--- config.mk ---
export PLATFORM = sky130hd
export DESIGN_NAME = cmwdt_top
export DESIGN_NICKNAME = d
export VERILOG_FILES = /design/src/rtl/wdt_pkg.sv /design/src/rtl/wdt_regs.sv /design/src/rtl/wdt_prescale.sv /design/src/rtl/wdt_counter.sv /design/src/rtl/wdt_action.sv /design/src/rtl/cmwdt_top.sv
export SDC_FILE = /design/constraint.sdc
export NUM_CORES = 1
export LEC_CHECK = 0
export ABC_CLOCK_PERIOD_IN_PS = 2100
export BUFFER_PORTS_ARGS = -buffer_cell sky130_fd_sc_hd__buf_4
export CORE_MARGIN = 2
export CORE_UTILIZATION = 55
export DETAILED_ROUTE_END_ITERATION = 10
export GPL_ROUTABILITY_DRIVEN = 0
export PLACE_DENSITY = 0.79
export SETUP_SLACK_MARGIN = 0.1
export SLEW_MARGIN = 20
export SYNTH_ARGS = -nofsm -noshare
export SYNTH_HDL_FRONTEND = slang
export SYNTH_SLANG_ARGS = --single-unit
--- constraint.sdc ---
create_clock -name clk -period 2.1 [get_ports clk]
set_input_delay 0.525 -clock clk [delete_from_list [all_inputs] [get_ports clk]]
set_output_delay 0.525 -clock clk [all_outputs]
set_load 0.005 [all_outputs]
--- src/rtl/wdt_pkg.sv ---
`timescale 1ns/1ps
package wdt_pkg;
  // register addresses of the write and read port
  typedef enum logic [1:0] {
    SEL_CMP  = 2'd0,
    SEL_CTRL = 2'd1,
    SEL_CNT  = 2'd2,
    SEL_NONE = 2'd3
  } wdt_sel_e;

  // bit positions inside the control register
  localparam int unsigned CTL_MODE = 0;
  localparam int unsigned CTL_SRC  = 1;
  localparam int unsigned CTL_IRQ  = 2;

  typedef struct packed {
    logic src_osc;
    logic rst_mode;
  } wdt_ctrl_t;
endpackage

--- src/rtl/wdt_regs.sv ---
`timescale 1ns/1ps
module wdt_regs
  import wdt_pkg::*;
#(
  parameter int unsigned CNT_W = 7
) (
  input  logic             clk,
  input  logic             rst_n,
  input  logic             wr_en,
  input  logic [1:0]       wr_addr,
  input  logic [CNT_W:0]   wr_data,
  input  logic [1:0]       rd_addr,
  input  logic             irq_flag,
  input  logic [CNT_W-1:0] cnt,
  output logic [CNT_W-1:0] cmp,
  output logic             clear_req,
  output wdt_ctrl_t        ctrl,
  output logic             irq_clr_req,
  output logic [CNT_W:0]   rd_data
);
  logic             cmp_wr, ctl_wr;
  logic [CNT_W-1:0] cmp_q, cmp_d;
  logic             clr_q, clr_d;
  wdt_ctrl_t        ctrl_q, ctrl_d;
  logic [CNT_W-3:0] unused_ctrl_bits;

  assign unused_ctrl_bits = wr_data[CNT_W:3];

  always_comb begin
    cmp_wr = wr_en && (wr_addr == SEL_CMP);
    ctl_wr = wr_en && (wr_addr == SEL_CTRL);
    cmp_d  = cmp_q;
    ctrl_d = ctrl_q;
    if (cmp_wr) begin
      cmp_d = wr_data[CNT_W-1:0];
    end
    if (ctl_wr) begin
      ctrl_d.src_osc  = wr_data[CTL_SRC];
      ctrl_d.rst_mode = wr_data[CTL_MODE];
    end
    clr_d       = cmp_wr && wr_data[CNT_W];
    irq_clr_req = ctl_wr && wr_data[CTL_IRQ];
  end

  always_ff @(posedge clk or negedge rst_n) begin
    if (!rst_n) begin
      cmp_q  <= '1;
      clr_q  <= 1'b0;
      ctrl_q <= '0;
    end else begin
      cmp_q  <= cmp_d;
      clr_q  <= clr_d;
      ctrl_q <= ctrl_d;
    end
  end

  assign cmp       = cmp_q;
  assign ctrl      = ctrl_q;
  assign clear_req = clr_d;

  always_comb begin
    rd_data = '0;
    unique case (rd_addr)
      SEL_CMP:  rd_data = {clr_q, cmp_q};
      SEL_CTRL: begin
        rd_data[CTL_MODE] = ctrl_q.rst_mode;
        rd_data[CTL_SRC]  = ctrl_q.src_osc;
        rd_data[CTL_IRQ]  = irq_flag;
      end
      SEL_CNT:  rd_data = {1'b0, cnt};
      default:  rd_data = '0;
    endcase
  end
endmodule

--- src/rtl/wdt_prescale.sv ---
`timescale 1ns/1ps
module wdt_prescale #(
  parameter int unsigned PRE_W = 8
) (
  input  logic clk,
  input  logic rst_n,
  input  logic osc_tick,
  input  logic clear,
  output logic ovf
);
  generate
    if (PRE_W == 0) begin : g_bypass
      logic unused_clear;
      assign unused_clear = clear;
      assign ovf = osc_tick;
    end else begin : g_div
      logic [PRE_W-1:0] pre_q, pre_d;
      logic             pre_en;

      always_comb begin
        pre_en = clear || osc_tick;
        pre_d  = clear ? '0 : pre_q + 1'b1;
      end

      always_ff @(posedge clk or negedge rst_n) begin
        if (!rst_n) begin
          pre_q <= '0;
        end else if (pre_en) begin
          pre_q <= pre_d;
        end
      end

      assign ovf = osc_tick && !clear && (&pre_q);
    end
  endgenerate
endmodule

--- src/rtl/wdt_counter.sv ---
`timescale 1ns/1ps
module wdt_counter #(
  parameter int unsigned CNT_W = 7
) (
  input  logic             clk,
  input  logic             rst_n,
  input  logic             tick,
  input  logic             clear,
  input  logic [CNT_W-1:0] cmp,
  output logic [CNT_W-1:0] cnt,
  output logic             match
);
  logic [CNT_W-1:0] cnt_q, cnt_d;
  logic             cnt_en;

  always_comb begin
    match  = tick && !clear && (cnt_q == cmp);
    cnt_en = tick || clear;
    if (clear || match) begin
      cnt_d = '0;
    end else begin
      cnt_d = cnt_q + 1'b1;
    end
  end

  always_ff @(posedge clk or negedge rst_n) begin
    if (!rst_n) begin
      cnt_q <= '0;
    end else if (cnt_en) begin
      cnt_q <= cnt_d;
    end
  end

  assign cnt = cnt_q;
endmodule

--- src/rtl/wdt_action.sv ---
`timescale 1ns/1ps
module wdt_action (
  input  logic clk,
  input  logic rst_n,
  input  logic match,
  input  logic rst_mode,
  input  logic irq_clr,
  output logic rst_req,
  output logic irq_flag
);
  logic rst_q, rst_d;
  logic irq_q, irq_d;

  always_comb begin
    rst_d = match && rst_mode;
    irq_d = (match && !rst_mode) || (irq_q && !irq_clr);
  end

  always_ff @(posedge clk or negedge rst_n) begin
    if (!rst_n) begin
      rst_q <= 1'b0;
      irq_q <= 1'b0;
    end else begin
      rst_q <= rst_d;
      irq_q <= irq_d;
    end
  end

  assign rst_req  = rst_q;
  assign irq_flag = irq_q;
endmodule

--- src/rtl/cmwdt_top.sv ---
`timescale 1ns/1ps
module cmwdt_top
  import wdt_pkg::*;
#(
  parameter int unsigned CNT_W = 7,
  parameter int unsigned PRE_W = 8
) (
  input  logic             clk,
  input  logic             rst_n,
  input  logic             wr_en,
  input  logic [1:0]       wr_addr,
  input  logic [CNT_W:0]   wr_data,
  input  logic [1:0]       rd_addr,
  output logic [CNT_W:0]   rd_data,
  input  logic             bit_tick,
  input  logic             osc_tick,
  output logic             rst_req,
  output logic             irq_flag
);
  logic [CNT_W-1:0] cmp_val, cnt_val;
  logic             clear_req, irq_clr_req, pre_ovf, cnt_tick, match;
  wdt_ctrl_t        ctrl;

  wdt_regs #(.CNT_W(CNT_W)) regs_i (
    .clk(clk), .rst_n(rst_n), .wr_en(wr_en), .wr_addr(wr_addr),
    .wr_data(wr_data), .rd_addr(rd_addr), .irq_flag(irq_flag),
    .cnt(cnt_val), .cmp(cmp_val), .clear_req(clear_req), .ctrl(ctrl),
    .irq_clr_req(irq_clr_req), .rd_data(rd_data)
  );

  wdt_prescale #(.PRE_W(PRE_W)) pre_i (
    .clk(clk), .rst_n(rst_n), .osc_tick(osc_tick), .clear(clear_req),
    .ovf(pre_ovf)
  );

  assign cnt_tick = ctrl.src_osc ? pre_ovf : bit_tick;

  wdt_counter #(.CNT_W(CNT_W)) cnt_i (
    .clk(clk), .rst_n(rst_n), .tick(cnt_tick), .clear(clear_req),
    .cmp(cmp_val), .cnt(cnt_val), .match(match)
  );

  wdt_action act_i (
    .clk(clk), .rst_n(rst_n), .match(match), .rst_mode(ctrl.rst_mode),
    .irq_clr(irq_clr_req), .rst_req(rst_req), .irq_flag(irq_flag)
  );
endmodule

; ---- Word level (Yosys, flattened, before mapping)
; Cells that the tools add are included.
[totals]
ff_bits = 27
inputBits = 17
out_inout_bits = 10
elab_cells = 40
[classes]
addsub = 2
eq_ne = 4
mux = 5
reduce_logical = 21
[ops]
columns = cell, count
row1 = logical AND 1 bit, 11
row2 = case mux 5 bit (2 select lines), 1
row3 = case mux 3 bit (3 select lines), 1
row4 = adder 8 x 1 -> 8 bit (second input constant), 1
row5 = two-way mux 8 bit, 1
row6 = AND reduction 8 bit, 1
row7 = adder 7 x 1 -> 7 bit (second input constant), 1
row8 = == test 7 bit, 1
row9 = two-way mux 7 bit, 1
row10 = == test 2 x 1 -> 1 bit (second input constant), 2
row11 = logical NOT 2 bit, 2
row12 = logical OR 1 bit, 4
row13 = logical NOT 1 bit, 3
row14 = == test 2 bit (second input constant), 1
row15 = two-way mux 1 bit, 1

; ---- Longest topological paths before layout
; Gate-level depths: netlist of the first run.
[depth]
ltp_word = 11
mapped_depth = 5
depth_no_buf = 5

; ---- Modules after synthesis
; A second synthesis of the first run with hierarchy kept.
[unflattened]
cells_unflattened = 132
hier_area_um2 = 1485.2
[modules_own_cells]
columns = module, n_inst, cells_per_inst, area_each_um2, seq_area_each_um2
row1 = wdt_regs, 1, 42, 536.8, 259.0
row2 = wdt_counter, 1, 44, 452.9, 175.2
row3 = wdt_prescale, 1, 39, 404.1, 200.2
row4 = wdt_action, 1, 6, 76.3, 50.0
row5 = cmwdt_top, 1, 1, 15.0, 0.0

; ---- Least setup slack after synthesis of the first run
; No wires, ideal clock.
[synth_timing]
kind = flip-flop to flip-flop
startpoint = register pre_i.g_div.pre_q[0]
endpoint = register act_i.irq_q (netlist: act_i.irq_flag)
setup_time_ns = 0.066
arrival_time_ns = 1.789
required_ns = 2.034
setup_slack_ns = 0.245
stages_incl_launch_ff = 6
path_buffers = 0
period_less_slack_ns = 1.855
cell_sequence = dfrtp_1 > ha_1 > nand4_4 > or3_4 > a2111oi_4 > a22o_1
[synth_between]
elab_chain_cells = 7
[synth_lines]
columns = item, line_no
row1 = start: declaration, wdt_prescale.sv:17  ; logic [PRE_W-1:0] pre_q, pre_d;
row2 = start signal: assignment, wdt_prescale.sv:29  ; pre_q <= pre_d;
row3 = AND reduction 8 bit, wdt_prescale.sv:33  ; assign ovf = osc_tick && !clear && (&pre_q);
row4 = logical AND 1 bit, wdt_prescale.sv:33
row5 = two-way mux 1 bit, cmwdt_top.sv:36  ; assign cnt_tick = ctrl.src_osc ? pre_ovf : bit_tick;
row6 = logical AND 1 bit (2 in series), wdt_counter.sv:17  ; match = tick && !clear && (cnt_q == cmp);
row7 = logical AND 1 bit, wdt_action.sv:16  ; irq_d = (match && !rst_mode) || (irq_q && !irq_clr);
row8 = logical OR 1 bit, wdt_action.sv:16
row9 = via act_i.irq_d, wdt_action.sv:12  ; logic irq_q, irq_d;
row10 = end signal: assignment, wdt_action.sv:25  ; irq_q <= irq_d;
row11 = end: declaration, wdt_action.sv:12
; The timed path passes the listed nets, and every way through them passes these cells.
; A chain may end at the register's enable or synchronous reset.

; ---- Worst setup path after layout of the first run
[layout_timing]
startpoint = register pre_i.g_div.pre_q[0]
endpoint = register cnt_i.cnt_q[6] (netlist: cnt_i.cnt[6])
[layout_between]
elab_chain_cells = 7
elab_cells_between_ends = 8
cone_classes = mux (2) / reduce/logical (6)
[layout_lines]
columns = item, line_no
row1 = AND reduction 8 bit *, wdt_prescale.sv:33
row2 = logical AND 1 bit *, wdt_prescale.sv:33
row3 = two-way mux 1 bit *, cmwdt_top.sv:36
row4 = logical AND 1 bit (2 in series), wdt_counter.sv:17
row5 = logical OR 1 bit, wdt_counter.sv:19  ; if (clear || match) begin
row6 = two-way mux 7 bit, wdt_counter.sv:19
row7 = end signal: assignment, wdt_counter.sv:30  ; cnt_q <= cnt_d;
row8 = end: declaration, wdt_counter.sv:13  ; logic [CNT_W-1:0] cnt_q, cnt_d;
; Mark *: on every way between the ends. The rest lies on a longest branch, timed or not.

==> impl_metrics.py, run 1 <==
metrics = {
    "timing": {
        "clock-skew-final_ns": 0.00906,
        "hold_viol_final": 0,
        "layout_setup_ws_ns": 0.186,
        "fin_crit_ns": 1.91,
        "slew_viol_final": 0,
        "fmax_ghz": 0.522,
        "post-route-period-util_pct": 91.2,
        "tns_ns": 0,
        "relSlewSlack_pct": 68.3,
        "rsz0062_at_grt": "no",
        "worst_pin_slew_ns": 0.471,
        "setup_viol": 0,
    },
    "detailed_routing": {
        "drc": 0,
        "ant_nets": 0,
        "wl_per_cell_um": 15.8,
        "dr.pass1.iters": 5,
        "routed_wl_mm": 3.21,
        "vias_per_cell": 5.91,
        "num_vias": 1200,
        "drt_iter0_drc": 65,
    },
    "clock_tree": {
        "insertion_delay_ns": 0.34,
        "numCtsBuffers": 3,
        "numClockSinks": 27,
        "tritoncts": "built",
        "cts_root_buffer": "clkbuf_4",
        "cts_buffer_depth": 2,
        "clkTransAtPathRegs_ns": 0.16,
        "htreeDepth": 1,
        "holdBufCountCts": 0,
    },
    "floorplanning": {
        "die_area_um2": 3190,
        "initial_core_util_pct": 56.4,
        "rows": 19,
        "die_h_um": 56.5,
        "core_area_um2": 2690,
        "ios": 27,
        "die_w_um": 56.5,
    },
    "min_path": {
        "hp-class": "input port to async pin",
    },
    "synthesis": {
        "yosysSeqAreaShare_pct": 45.2,
        "yosysWarnings": 0,
        "synthAdderAreaFrac_pct": 1.65,
        "syn_avg_cell_area_um2": 10.7,
        "ys_seq_elements": 27,
        "syn_area_um2": 1520,
        "yosys.area_share.simple_pct": 19.1,
        "synth_compound_area_share_pct": 13.8,
        "syn_inst": 142,
        "synthXorXnorAreaFrac_pct": 6.36,
        "synthMuxAreaShare_pct": 12.0,
        "synthFlopType": "dfrtp_1",
        "synth_top_family_by_area": "simple AND/OR/NAND/NOR gates",
        "synth_async_sr_flop_share_pct": 100,
        "synth_fp_nets": 161,
        "ys_types": 41,
        "synth_edf_count": 0,
    },
    "power": {
        "pwr-share-comb_pct": 29.4,
        "p_int_mw": 0.956,
        "finalPower_mw": 1.45,
        "clock_power_share_pct": 16.7,
        "p_leak_nw": 0.775,
        "power_density_nw_per_um2": 803,
        "p_sw_mw": 0.498,
        "switching_share_pct": 34.2,
        "vdd_drop_max_mv": 0.727,
        "power_frac_seq_pct": 53.9,
    },
    "placed_design": {
        "numPlacedInstances": 197,
        "dpl_cell_area_um2": 1750,
        "dpl_worst_slack_ns": 0.0939,
        "port-buffer-count": 26,
        "hpwl_mm": 2.45,
    },
    "finish": {
        "n_antenna_cell": 0,
        "area_delta_synth_final_pct": 19.5,
        "n_fill_cell": 224,
        "final_nets": 192,
        "stdcell_count": 203,
        "drive_above_1_share_pct": 37.2,
        "finalInstanceArea_um2": 1810,
    },
    "worst_setup_path": {
        "slowest_stage": "dfrtp_1",
        "r2r_end": "cnt_i.cnt[6]",
        "crit_chain": "ha_2 > nand4_4 > buf_4 > o31a_2 > or3_1 > a211oi_2",
        "critPathRequiredTime_ns": 2.36,
        "end_kind": "flip-flop",
        "cp_top_family": "compound AO/OA/AOI/OAI gates",
        "timing.critical_path.fanout_max": 6,
        "crit_type": "flip-flop to flip-flop",
        "slowest_delay_ns": 0.41,
        "reg2regPathDepth": 6,
        "cp.arrival_ns": 2.18,
        "worstReg2RegStart": "pre_i.g_div.pre_q[0]",
        "startpoint_type": "flip-flop",
        "r2r_slack_ns": 0.19,
        "worst-path-buf-inv": 1,
    },
    "global_routing": {
        "grt_pass1_wl_mm": 5.37,
        "grt_pass1_vias": 1141,
        "overflow": 0,
        "grt_max_degree": 28,
        "antenna_found_initial": 0,
        "grt_usage_pct": 21.6,
    },
    "job": {
        "maxCapViolCount": 0,
    },
    "run_status": {
        "status": "finished clean",
    },
}
-- sequential cells by signal, indices dropped and copies added, names as in the netlist --
register and cells:
regs_i.ctrl 2, cnt_i.cnt 7, regs_i.cmp 7, act_i.rst_req 1, pre_i.g_div.pre_q 8, act_i.irq_flag 1, regs_i.clr_q 1
-- timing repair --
action                     4_1_cts  5_1_grt
cloned                           0        0
pin swaps                        1        1
setup buffers                    0        2
setup endpoints to repair        1        9
gates resized for setup          0        3
-- worst register-to-register path: cells and delay by family (launching register included) --
| family | cells | cell delay [ns] |
|---|---|---|
| compound gates | 2 | 0.57 |
| simple gates | 2 | 0.47 |
| flops | 1 | 0.41 |
| fa+ha+maj | 1 | 0.22 |
| buf+inv | 1 | 0.17 |
-- through the flow --
stage / hold WS, ns / utilization (%)
final: 0.0558 / 67.4
after global routing: 0.0815 / 67.4
after CTS: 0.0730 / 66.4
after detailed placement: 0.454 / 65.3
after global placement: 0.455 / 65.3
after floorplan: 0.229 / -
-- layout make-up --
type | count | area [um2] | share of cell area [%]
sequential | 27 | 684 | 37.8
multi-input combinational | 107 | 813 | 44.9
tap | 31 | 38.8 | 2.14
timing repair buffer | 31 | 233 | 12.9
inverter | 3 | 11.3 | 0.622
clock inverter | 1 | 7.51 | 0.415
clock buffer | 3 | 22.5 | 1.24
-- Yosys cell counts (all sizes together), types with 3 or more instances --
cell,instances,area (um2)
a21oi,4,20.0
a311oi,3,26.3
clkbuf,4,15.0
dfrtp,20,500
dfstp,7,184
inv,3,11.3
mux2,9,101
mux2i,8,80.1
nand2,12,47.6
nand3,3,15.0
nand4,5,46.3
nor2,10,37.5
nor3,3,15.0
o21ai,7,35.0
o311ai,4,35.0
or3,4,31.3
xnor2,9,78.8
-- routing by layer --
| metal | vias up | wire (um) | global-route usage, % |
|---|---|---|---|
| met5 | - | 0 | 0 |
| met4 | 0 | 41 | 7.14 |
| met3 | 4 | 133 | 2.07 |
| met2 | 35 | 1520 | 31.2 |
| met1 | 583 | 1510 | 33.9 |
| li1 | 578 | - | - |
-- kinds of logic after synthesis --
logic type,count (synthesis)
AOI/OAI and AO/OA,27
buffers and inverters,8
muxes,17
xor gates and xnor gates,11
DFF,27
adders and majority gates,2
and+or+nand+nor,50
-- layout by cell type (no fill, tap or decap), types with 3 or more instances in the layout --
cell | synthesis | final
dfstp_2 | 7 | 7
nand3_1 | 3 | 3
nor2_1 | 10 | 10
mux2i_1 | 8 | 8
a21oi_1 | 4 | 4
mux2_2 | 9 | 9
o21ai_0 | 7 | 7
nand4_1 | 4 | 4
inv_1 | 3 | 3
o311ai_0 | 4 | 4
buf_4 | 0 | 31
xnor2_1 | 9 | 9
nand2_1 | 11 | 11
clkbuf_4 | 0 | 3
dfrtp_1 | 20 | 20
a311oi_1 | 3 | 3
-- worst max path at each step --
stage                           endpoint  cells past startpoint                 start
final                       cnt_i.cnt[6]                      6  pre_i.g_div.pre_q[0]
after global routing        cnt_i.cnt[6]                      6  pre_i.g_div.pre_q[0]
after CTS                 act_i.irq_flag                      5  pre_i.g_div.pre_q[0]
after detailed placement  act_i.irq_flag                      5              osc_tick
after global placement    act_i.irq_flag                      5              osc_tick
after floorplan           act_i.irq_flag                      5  pre_i.g_div.pre_q[0]
-- power groups by stage --
| stage | Sequential [mW] | Clock (mW) | Combinational (mW) |
|---|---|---|---|
| after floorplan | 0.752 | 0 | 0.293 |
| after global placement | 0.786 | 0 | 0.394 |
| after detailed placement | 0.794 | 0 | 0.406 |
| after CTS | 0.784 | 0.244 | 0.408 |
| after global routing | 0.803 | 0.264 | 0.483 |
| final | 0.783 | 0.242 | 0.428 |
Power figures use the tool's default switching activity.
==> run 2, diff against run 1 <==
--- a/config.mk
+++ b/config.mk
@@ -12,6 +12,7 @@
 export DETAILED_ROUTE_END_ITERATION = 10
 export GPL_ROUTABILITY_DRIVEN = 0
 export PLACE_DENSITY = 0.79
+export RECOVER_POWER = 100
 export SETUP_SLACK_MARGIN = 0.1
 export SLEW_MARGIN = 20
 export SYNTH_ARGS = -nofsm -noshare
==> run 2 against run 1 <==
Worst hold slack better by 0.36 ns. Global-route usage unchanged. Largest power group unchanged. Sequential cell count unchanged. Wire length down 0.84%. Critical endpoint unchanged. First-iteration DRC count down 7.7%.
==> impl_metrics.py, run 2 (synthesis gave the netlist of run 1 again) <==
metrics = {
    "global_routing": {
        "grt_max_degree": 28,
        "grt_usage_pct": 21.6,
        "antenna_found_initial": 0,
        "overflow": 0,
        "grt_pass1_wl_mm": 5.37,
        "grt_pass1_vias": 1141,
    },
    "finish": {
        "largest_register_ffs": 8,
        "multi_input_comb_area_um2": 798,
        "drive_above_1_share_pct": 28.5,
        "ff_latch_area_um2": 684,
        "regMostFlops": "pre_i.g_div.pre_q",
        "layout_commonest_cell": "buf_4",
        "n_antenna_cell": 0,
        "mostFrequentLayoutCells": "buf_4 (24), dfrtp_1 (20), nand2_1 (12), nor2_1 (10)",
        "area_delta_synth_final_pct": 17.3,
        "finalInstanceArea_um2": 1780,
        "n_fill_cell": 228,
        "final_nets": 192,
    },
    "worst_setup_path": {
        "crit_type": "flip-flop to flip-flop",
        "critPathRequiredTime_ns": 2.35,
        "worstReg2RegStart": "pre_i.g_div.pre_q[0]",
        "slowest_delay_ns": 0.41,
        "cp.arrival_ns": 2.18,
        "r2r_slack_ns": 0.16,
        "cp_top_family": "compound AO/OA/AOI/OAI gates",
        "timing.critical_path.fanout_max": 6,
        "crit_start": "pre_i.g_div.pre_q[0]",
        "startpoint_type": "flip-flop",
        "worst-path-buf-inv": 1,
        "end_kind": "flip-flop",
        "crit_chain": "ha_1 > nand4_4 > buf_4 > o31a_2 > or3_1 > a211oi_1",
        "slowest_stage": "dfrtp_1",
    },
    "clock_tree": {
        "cts_buffer_depth": 2,
        "numCtsBuffers": 3,
        "insertion_delay_ns": 0.33,
        "htreeDepth": 1,
        "tritoncts": "built",
        "cts_root_buffer": "clkbuf_4",
        "numClockSinks": 27,
        "clkTransAtPathRegs_ns": 0.16,
    },
    "floorplanning": {
        "die_area_um2": 3190,
        "die_h_um": 56.5,
        "core_area_um2": 2690,
        "die_w_um": 56.5,
        "rows": 19,
        "ios": 27,
        "initial_core_util_pct": 56.4,
    },
    "timing": {
        "fmax_ghz": 0.516,
        "clock-skew-final_ns": 0.00926,
        "layout_setup_ws_ns": 0.163,
        "fin_crit_ns": 1.94,
        "post-route-period-util_pct": 92.2,
        "hold_viol_final": 0,
        "worst_pin_slew_ns": 1.37,
        "setup_viol": 0,
        "relSlewSlack_pct": 8.70,
        "rsz0062_at_grt": "no",
        "tns_ns": 0,
        "slew_viol_final": 0,
    },
    "detailed_routing": {
        "routed_wl_mm": 3.18,
        "drt_iter0_drc": 60,
        "dr.pass1.iters": 4,
        "num_vias": 1209,
        "vias_per_cell": 5.96,
        "wl_per_cell_um": 15.7,
        "ant_nets": 0,
        "drc": 0,
    },
    "power": {
        "vdd_drop_max_mv": 0.728,
        "switching_share_pct": 34.4,
        "power_density_nw_per_um2": 806,
        "pwr-share-comb_pct": 29.3,
        "finalPower_mw": 1.43,
        "p_int_mw": 0.940,
        "power_frac_seq_pct": 54.1,
        "clock_power_share_pct": 16.6,
        "p_sw_mw": 0.492,
        "p_leak_nw": 0.748,
    },
    "job": {
        "maxCapViolCount": 0,
    },
    "min_path": {
        "hp-class": "input port to flip-flop",
        "hp-start": "wr_data[6]",
    },
    "placed_design": {
        "dpl_worst_slack_ns": 0.0939,
        "port-buffer-count": 26,
        "dpl_cell_area_um2": 1750,
        "hpwl_mm": 2.45,
    },
    "run_status": {
        "status": "finished clean",
    },
}
[run 2: worst reg2reg max path, cell delays in order (launching register included)]
cell      delay [ns]
dfrtp_1         0.41
ha_1            0.22
nand4_4         0.11
buf_4           0.17
o31a_2          0.35
or3_1           0.35
a211oi_1        0.25
[run 2: what timing repair did]
item	in CTS	in global routing
buffers inserted	0	2
resized for setup	0	3
hold endpoints to repair	0	0
setup endpoints to repair	1	9
hold buffers	0	0
pin swaps	1	1
[run 2: power by group through the flow]
stage	logic, mW	clock network [mW]	registers [mW]
2_1_floorplan	0.293	0	0.752
3_3_place_gp	0.394	0	0.786
3_5_place_dp	0.406	0	0.794
4_1_cts	0.408	0.244	0.784
5_1_grt	0.473	0.264	0.794
6_report	0.419	0.238	0.775
[run 2: layer usage]
metal / up-vias / global-route usage (%) / part of all wire (%)
li1: 578 / - / -
met1: 590 / 33.9 / 46
met2: 39 / 31.2 / 49
met3: 2 / 2.07 / 4.4
met4: 0 / 7.14 / 0.53
met5: - / 0 / 0
[run 2: layout make-up]
cell class / instances / area share, %
clock buffer: 3 / 1.27
timing repair buffer: 31 / 12.0
clock inverter: 1 / 0.423
inverter: 3 / 0.634
multi-input combinational: 107 / 44.9
tap: 31 / 2.18
sequential: 27 / 38.5
[run 2: final timing paths]
kind | end | cells after the start
worst max-delay path | cnt_i.cnt[6] | 6
worst min-delay path | regs_i.cmp[6] | 2
worst max register to register | cnt_i.cnt[6] | 6
worst min register to register | act_i.irq_flag | 1
max in group asynchronous | cnt_i.cnt[6] | 1
min in group asynchronous | cnt_i.cnt[2] | 1
[run 2: metrics by stage]
stage / util, % / hold WS [ns] / std cells
2_1_floorplan: - / 0.229 / 142
3_3_place_gp: 65.3 / 0.455 / 197
3_5_place_dp: 65.3 / 0.454 / 197
4_1_cts: 66.4 / 0.0730 / 201
5_1_grt: 66.1 / 0.404 / 203
6_report: 66.1 / 0.415 / 203
